**config.mk**
```make
export PLATFORM = sky130hd
export DESIGN_NAME = bnn_neuron
export DESIGN_NICKNAME = d
export VERILOG_FILES = /design/src/rtl/bnn_neuron_pkg.sv /design/src/rtl/bnn_xnor_stage.sv /design/src/rtl/bnn_popcount_tree.sv /design/src/rtl/bnn_norm_act.sv /design/src/rtl/bnn_neuron.sv
export SDC_FILE = /design/constraint.sdc
export NUM_CORES = 1
export LEC_CHECK = 0
export CAP_MARGIN = 40
export CORE_MARGIN = 3
export CORE_UTILIZATION = 45
export CTS_BUF_LIST = sky130_fd_sc_hd__clkbuf_4
export DETAILED_ROUTE_END_ITERATION = 7
export GPL_TIMING_DRIVEN = 0
export PLACE_DENSITY = 0.74
export SYNTH_ARGS = -nofsm -noshare
export SYNTH_HDL_FRONTEND = slang
export SYNTH_SLANG_ARGS = --single-unit
```
**constraint.sdc**
```tcl
create_clock -name clk_i -period 3.05 [get_ports clk_i]
set_clock_uncertainty 0.15 [all_clocks]
set_input_delay 0.4575 -clock clk_i [delete_from_list [all_inputs] [get_ports clk_i]]
set_output_delay 0.4575 -clock clk_i [all_outputs]
set_load 0.01 [all_outputs]
```
**src/rtl/bnn_neuron_pkg.sv**
```systemverilog
package bnn_neuron_pkg;
  function automatic int max_i(input int a, input int b);
    return (a > b) ? a : b;
  endfunction

  // width of dot+offset with headroom for sign and carry
  function automatic int sum_width(input int k, input int ofs_w);
    return max_i($clog2(k + 1), ofs_w) + 2;
  endfunction
endpackage

```
**src/rtl/bnn_xnor_stage.sv**
```systemverilog
module bnn_xnor_stage #(
  parameter int K = 72
) (
  input  logic         clk_i,
  input  logic         rst_ni,
  input  logic         valid_i,
  input  logic [K-1:0] act_i,
  input  logic [K-1:0] wgt_i,
  output logic         valid_o,
  output logic [K-1:0] match_o
);
  always_ff @(posedge clk_i or negedge rst_ni) begin
    if (!rst_ni) begin
      valid_o <= 1'b0;
      match_o <= '0;
    end else begin
      valid_o <= valid_i;
      if (valid_i) match_o <= ~(act_i ^ wgt_i);
    end
  end
endmodule

```
**src/rtl/bnn_popcount_tree.sv**
```systemverilog
module bnn_popcount_tree #(
  parameter int K = 72,
  localparam int LVLS = $clog2(K),
  localparam int LEAVES = 1 << LVLS,
  localparam int CW = $clog2(K + 1)
) (
  input  logic          clk_i,
  input  logic          rst_ni,
  input  logic          valid_i,
  input  logic [K-1:0]  bits_i,
  output logic          valid_o,
  output logic [CW-1:0] count_o
);
  logic [LEAVES-1:0] pad_w;
  assign pad_w = LEAVES'(bits_i);

  for (genvar lv = 0; lv < LVLS; lv++) begin : g_lvl
    localparam int IN_CNT  = LEAVES >> lv;
    localparam int OUT_CNT = IN_CNT / 2;
    logic [CW*IN_CNT-1:0]  in_w;
    logic                  in_v;
    logic [CW*OUT_CNT-1:0] sum_q;
    logic                  v_q;

    if (lv == 0) begin : g_leaf
      for (genvar i = 0; i < IN_CNT; i++) begin : g_pad
        assign in_w[i*CW +: CW] = {{(CW-1){1'b0}}, pad_w[i]};
      end
      assign in_v = valid_i;
    end else begin : g_inner
      assign in_w = g_lvl[lv-1].sum_q;
      assign in_v = g_lvl[lv-1].v_q;
    end

    always_ff @(posedge clk_i or negedge rst_ni) begin
      if (!rst_ni) begin
        v_q   <= 1'b0;
        sum_q <= '0;
      end else begin
        v_q <= in_v;
        if (in_v) begin
          for (int j = 0; j < OUT_CNT; j++)
            sum_q[j*CW +: CW] <= in_w[2*j*CW +: CW] + in_w[(2*j+1)*CW +: CW];
        end
      end
    end
  end

  assign count_o = g_lvl[LVLS-1].sum_q;
  assign valid_o = g_lvl[LVLS-1].v_q;
endmodule

```
**src/rtl/bnn_norm_act.sv**
```systemverilog
module bnn_norm_act #(
  parameter int K = 72,
  parameter int OFS_W = 8,
  localparam int CW = $clog2(K + 1),
  localparam int SW = bnn_neuron_pkg::sum_width(K, OFS_W)
) (
  input  logic                 clk_i,
  input  logic                 rst_ni,
  input  logic                 valid_i,
  input  logic [CW-1:0]        count_i,
  input  logic signed [OFS_W-1:0] ofs_i,
  input  logic                 neg_i,
  output logic signed [SW-1:0] sum_o,
  output logic                 valid_o,
  output logic                 act_o
);
  logic signed [SW-1:0] dot_w;
  logic                 bit_w;

  assign dot_w = signed'(SW'({count_i, 1'b0})) - signed'(SW'(K));
  assign sum_o = dot_w + SW'(ofs_i);

  // zero maps to +1; otherwise the sign, flipped by a negative scale
  always_comb begin
    if (sum_o == '0) bit_w = 1'b1;
    else             bit_w = (sum_o > 0) ^ neg_i;
  end

  always_ff @(posedge clk_i or negedge rst_ni) begin
    if (!rst_ni) begin
      valid_o <= 1'b0;
      act_o   <= 1'b0;
    end else begin
      valid_o <= valid_i;
      if (valid_i) act_o <= bit_w;
    end
  end
endmodule

```
**src/rtl/bnn_neuron.sv**
```systemverilog
module bnn_neuron #(
  parameter int VEC_LEN = 72,
  parameter int OFS_W = 8
) (
  input  logic                    clk_i,
  input  logic                    rst_ni,
  input  logic                    valid_i,
  input  logic [VEC_LEN-1:0]      act_i,
  input  logic [VEC_LEN-1:0]      wgt_i,
  input  logic signed [OFS_W-1:0] ofs_i,
  input  logic                    neg_scale_i,
  output logic                    valid_o,
  output logic                    act_o
);
  localparam int LVLS  = $clog2(VEC_LEN);
  localparam int CW    = $clog2(VEC_LEN + 1);
  localparam int SW    = bnn_neuron_pkg::sum_width(VEC_LEN, OFS_W);
  localparam int SIDE_D = LVLS + 1;
  localparam int LAT   = LVLS + 2;

  logic               x_valid;
  logic [VEC_LEN-1:0] x_match;
  logic               tree_valid;
  logic [CW-1:0]      pop_w;
  logic signed [SW-1:0] sum_w;

  // offset and scale sign follow their beat through xnor + tree stages
  logic [OFS_W:0] side_q [SIDE_D];
  logic signed [OFS_W-1:0] ofs_d;
  logic                    neg_d;

  always_ff @(posedge clk_i or negedge rst_ni) begin
    if (!rst_ni) begin
      for (int i = 0; i < SIDE_D; i++) side_q[i] <= '0;
    end else begin
      side_q[0] <= {neg_scale_i, ofs_i};
      for (int i = 1; i < SIDE_D; i++) side_q[i] <= side_q[i-1];
    end
  end

  assign ofs_d = signed'(side_q[SIDE_D-1][OFS_W-1:0]);
  assign neg_d = side_q[SIDE_D-1][OFS_W];

  bnn_xnor_stage #(.K(VEC_LEN)) u_xnor (
    .clk_i  (clk_i),
    .rst_ni (rst_ni),
    .valid_i(valid_i),
    .act_i  (act_i),
    .wgt_i  (wgt_i),
    .valid_o(x_valid),
    .match_o(x_match)
  );

  bnn_popcount_tree #(.K(VEC_LEN)) u_tree (
    .clk_i  (clk_i),
    .rst_ni (rst_ni),
    .valid_i(x_valid),
    .bits_i (x_match),
    .valid_o(tree_valid),
    .count_o(pop_w)
  );

  bnn_norm_act #(.K(VEC_LEN), .OFS_W(OFS_W)) u_norm (
    .clk_i  (clk_i),
    .rst_ni (rst_ni),
    .valid_i(tree_valid),
    .count_i(pop_w),
    .ofs_i  (ofs_d),
    .neg_i  (neg_d),
    .sum_o  (sum_w),
    .valid_o(valid_o),
    .act_o  (act_o)
  );
endmodule

```
==> impl_metrics.json <==
{
  "standby_leakage_power_uw": 0.009424,
  "floorplan.initialDensity_pct": 45.89,
  "post_cts_setup_buffers": 0,
  "tritoncts.num_buffers": 94,
  "setup.worst_path.class": "register to register",
  "synth-main-ff-cell": "dfrtp_1",
  "period_share_pct": 88.75,
  "clockBufferDepth": 3,
  "antenna_violating_nets_post_route": 0,
  "ctsResizeCount": 0,
  "grt_usage_pct": 15.18,
  "async_reset_ff_share_pct": 100.0,
  "firstDrtPassIters": 4,
  "max-cap-violations": 0,
  "hold_fails_final_rpt": 0,
  "p_per_area_nw_per_um2": 850.3,
  "post_synthesis_cell_type_count": 44,
  "grt_pass1_vias": 10720,
  "synthTopCellsByArea": "dfrtp_1, mux2_2, ha_1, xnor2_1, fa_1",
  "cts-htree-levels": 3,
  "coreArea_um2": 36870,
  "cp_data_arrival_time_ns": 3.19,
  "die_area_um2": 39970,
  "mappedNetlistArea_um2": 16920,
  "layout_commonest_cell": "dfrtp_1",
  "vdd_drop_max_mv": 0.3332,
  "grt_start_max_net_pins": 111,
  "clock_power_share_pct": 23.9,
  "count_of_synthesis_stage_warnings_from_yosys": 0,
  "min-delay-path-class": "register to register",
  "synthesis.area_per_instance_um2": 13.98,
  "slew_violations": 0,
  "drt_wl_total_um": 28940,
  "edff_count_synth": 0,
  "critical_path.startpoint_type": "register",
  "cell_count_post_placement": 1875,
  "power.share.switching_pct": 31.61,
  "tritoncts_clock_tree": "built",
  "worst-endpoint-required_ns": 3.53,
  "synth.net_count": 1528,
  "rrSetupSlack_ns": 0.34,
  "grt_first_pass_wirelength_um": 49290,
  "initial_antenna_violation_count": 1,
  "cts_sinks": 374,
  "synthToLayoutAreaGrowth_pct": 21.52,
  "netSwitchingPower_uw": 5527,
  "final-setup-viol-count": 0,
  "slew_headroom_pct": 45.24,
  "drcViolationCount": 0,
  "finish.utilization_pct": 55.77,
  "root_buffer": "clkbuf_4",
  "final_layout_size_suffix_gt1_share_pct": 26.13,
  "finalWeightedCongestion": 0.8008,
  "most-common-layout-cells": "dfrtp_1, mux2_2, clkdlybuf4s50_1",
  "fmax_ghz": 0.3694,
  "sequentialPowerShare_pct": 41.3,
  "finalNetCount": 1798,
  "hpwl_um": 21240,
  "worst_setup_path_end_kind": "register",
  "number_of_drc_violations_after_detailed_routing_iteration_0": 261,
  "postSynthRegisterBits": 374,
  "number_of_filler_cells_placed_in_the_layout": 3053,
  "fin_crit_ns": 2.707,
  "crit_path_max_fanout": 4,
  "row_count": 70,
  "p_comb_share_pct": 34.8,
  "synth.top_cell.area_share_pct": 55.31,
  "port_buffers": 157,
  "preCtsSetupSlack_ns": 0.3181,
  "outcome": "finished, final reports clean",
  "syn_inst_count": 1210,
  "ios": 158,
  "via_count": 9801,
  "power.internal_uw": 11960,
  "clk-insertion-delay-late_ns": 0.78,
  "worstMarginPinSlew_ns": 0.8187,
  "cts-hold-fix-buffers": 13,
  "post-route-worst-setup-slack_ns": 0.3432,
  "chipWidth_um": 199.9,
  "grt.overflow.total": 0,
  "viasPerCell": 4.779,
  "yosysTopAreaCell": "dfrtp_1",
  "synth-seq-area-share_pct": 55.31,
  "stdcell_count": 2051,
  "cts.reportedPaths.clkPinSlew_ns": 0.06,
  "unrepaired_setup_endpoints_after_global_routing": "false",
  "design_power_total_uw": 17490,
  "avgRoutedWirePerCell_um": 14.11,
  "floorplan.die.height_um": 199.9
}
[final cells by class]
class | count | area, um^2 | area share, %
antenna | 1 | 2.502 | 0.01217
buffer | 37 | 152.6 | 0.7423
clock buffer | 141 | 1059 | 5.148
clock inverter | 21 | 150.1 | 0.7301
inverter | 75 | 281.5 | 1.369
multi-input combinational | 724 | 7128 | 34.66
sequential | 374 | 9359 | 45.51
tap | 504 | 630.6 | 3.067
timing repair buffer | 174 | 1800 | 8.756
[layer usage]
layer	track usage (%)	share of wire, %	routed length [um]	vias up
met3	3.609	4.3	1242	50
li1	-	-	-	4773
met2	25.83	50	14480	185
met4	5.867	2.0	569	0
met1	18.93	44	12650	4793
met5	0	0	0	-
[Yosys cell counts (2+ instances only)]
master	number
a21oi_1	55
o21bai_1	2
o21ai_0	30
nand2b_1	2
nor2b_1	4
mux2_2	234
nor3_1	3
mux2i_1	10
dfrtp_1	374
a22oi_1	2
xor2_1	5
a21o_1	25
inv_1	75
ha_1	126
clkbuf_1	17
buf_1	9
a31oi_1	2
fa_1	36
nand2_1	30
and3_1	2
o21a_1	3
nor2_1	30
buf_2	11
o31ai_1	2
xnor2_1	102
[flip-flops by register name (all words and copies together) (netlist names)]
| register | count |
|---|---|
| side_q | 63 |
| u_tree.g_lvl.v_q | 6 |
| u_norm.act_o | 1 |
| ofs_d | 8 |
| u_xnor.match_o | 72 |
| u_xnor.valid_o | 1 |
| u_tree.g_lvl.sum_q | 213 |
| u_tree.count_o | 7 |
| neg_d | 1 |
| u_tree.valid_o | 1 |
| u_norm.valid_o | 1 |
[worst max-delay path, cell delays in order (launching register included)]
cell       delay [ns]
dfrtp_1          0.37
inv_1            0.11
ha_1             0.19
inv_1            0.04
o21ai_0          0.19
xor2_1           0.17
ha_1             0.28
o21a_1           0.15
or4b_4           0.51
o2111ai_2        0.11
o221ai_2         0.11
a31o_1           0.20
[power by group through the flow]
stage	logic, uW	clock network (uW)	registers [uW]
global route	7020	4660	7390
detailed placement	6150	0	7310
floorplan	4620	0	7030
finish	6090	4180	7210
CTS	6200	4380	7230
global placement	5880	0	7270
[worst paths after layout]
path | from | to | depth (start not counted)
max | u_tree.count_o[2]$_DFFE_PN0P_ | u_norm.act_o$_DFFE_PN0P_ | 11
max reg2reg | u_tree.count_o[2]$_DFFE_PN0P_ | u_norm.act_o$_DFFE_PN0P_ | 11
min | side_q[40]$_DFF_PN0_ | side_q[31]$_DFF_PN0_ | 0
min in group asynchronous | rst_ni | u_xnor.match_o[22]$_DFFE_PN0P_ | 3
min reg2reg | side_q[40]$_DFF_PN0_ | side_q[31]$_DFF_PN0_ | 0
max in group asynchronous | rst_ni | u_xnor.match_o[14]$_DFFE_PN0P_ | 4
[logic make-up (layout without fill, tap and decap cells)]
kind of cell             count (synthesis)  in the layout  synth area share, %
adder cells (fa/ha/maj)                162            162                13.58
AND/OR/NAND/NOR                         80             80                2.144
other                                    0              1                    0
buffers and inverters                  112            448                2.566
XOR/XNOR                               107            107                5.538
flip-flops                             374            374                55.31
AO/OA/AOI/OAI                          131            131                4.703
multiplexers                           244            244                16.16
[through the flow]
step           hold WS (ns)  area, um^2  setup TNS (ns)
2_1_floorplan       0.01191       16920               0
3_3_place_gp         0.1818       19120        -5414.91
3_5_place_dp         0.1847       19220               0
4_1_cts              0.1389       20560               0
5_1_grt              0.1565       20560               0
6_report             0.1896       20560               0
No activity file was read; power rests on OpenSTA's default activity.
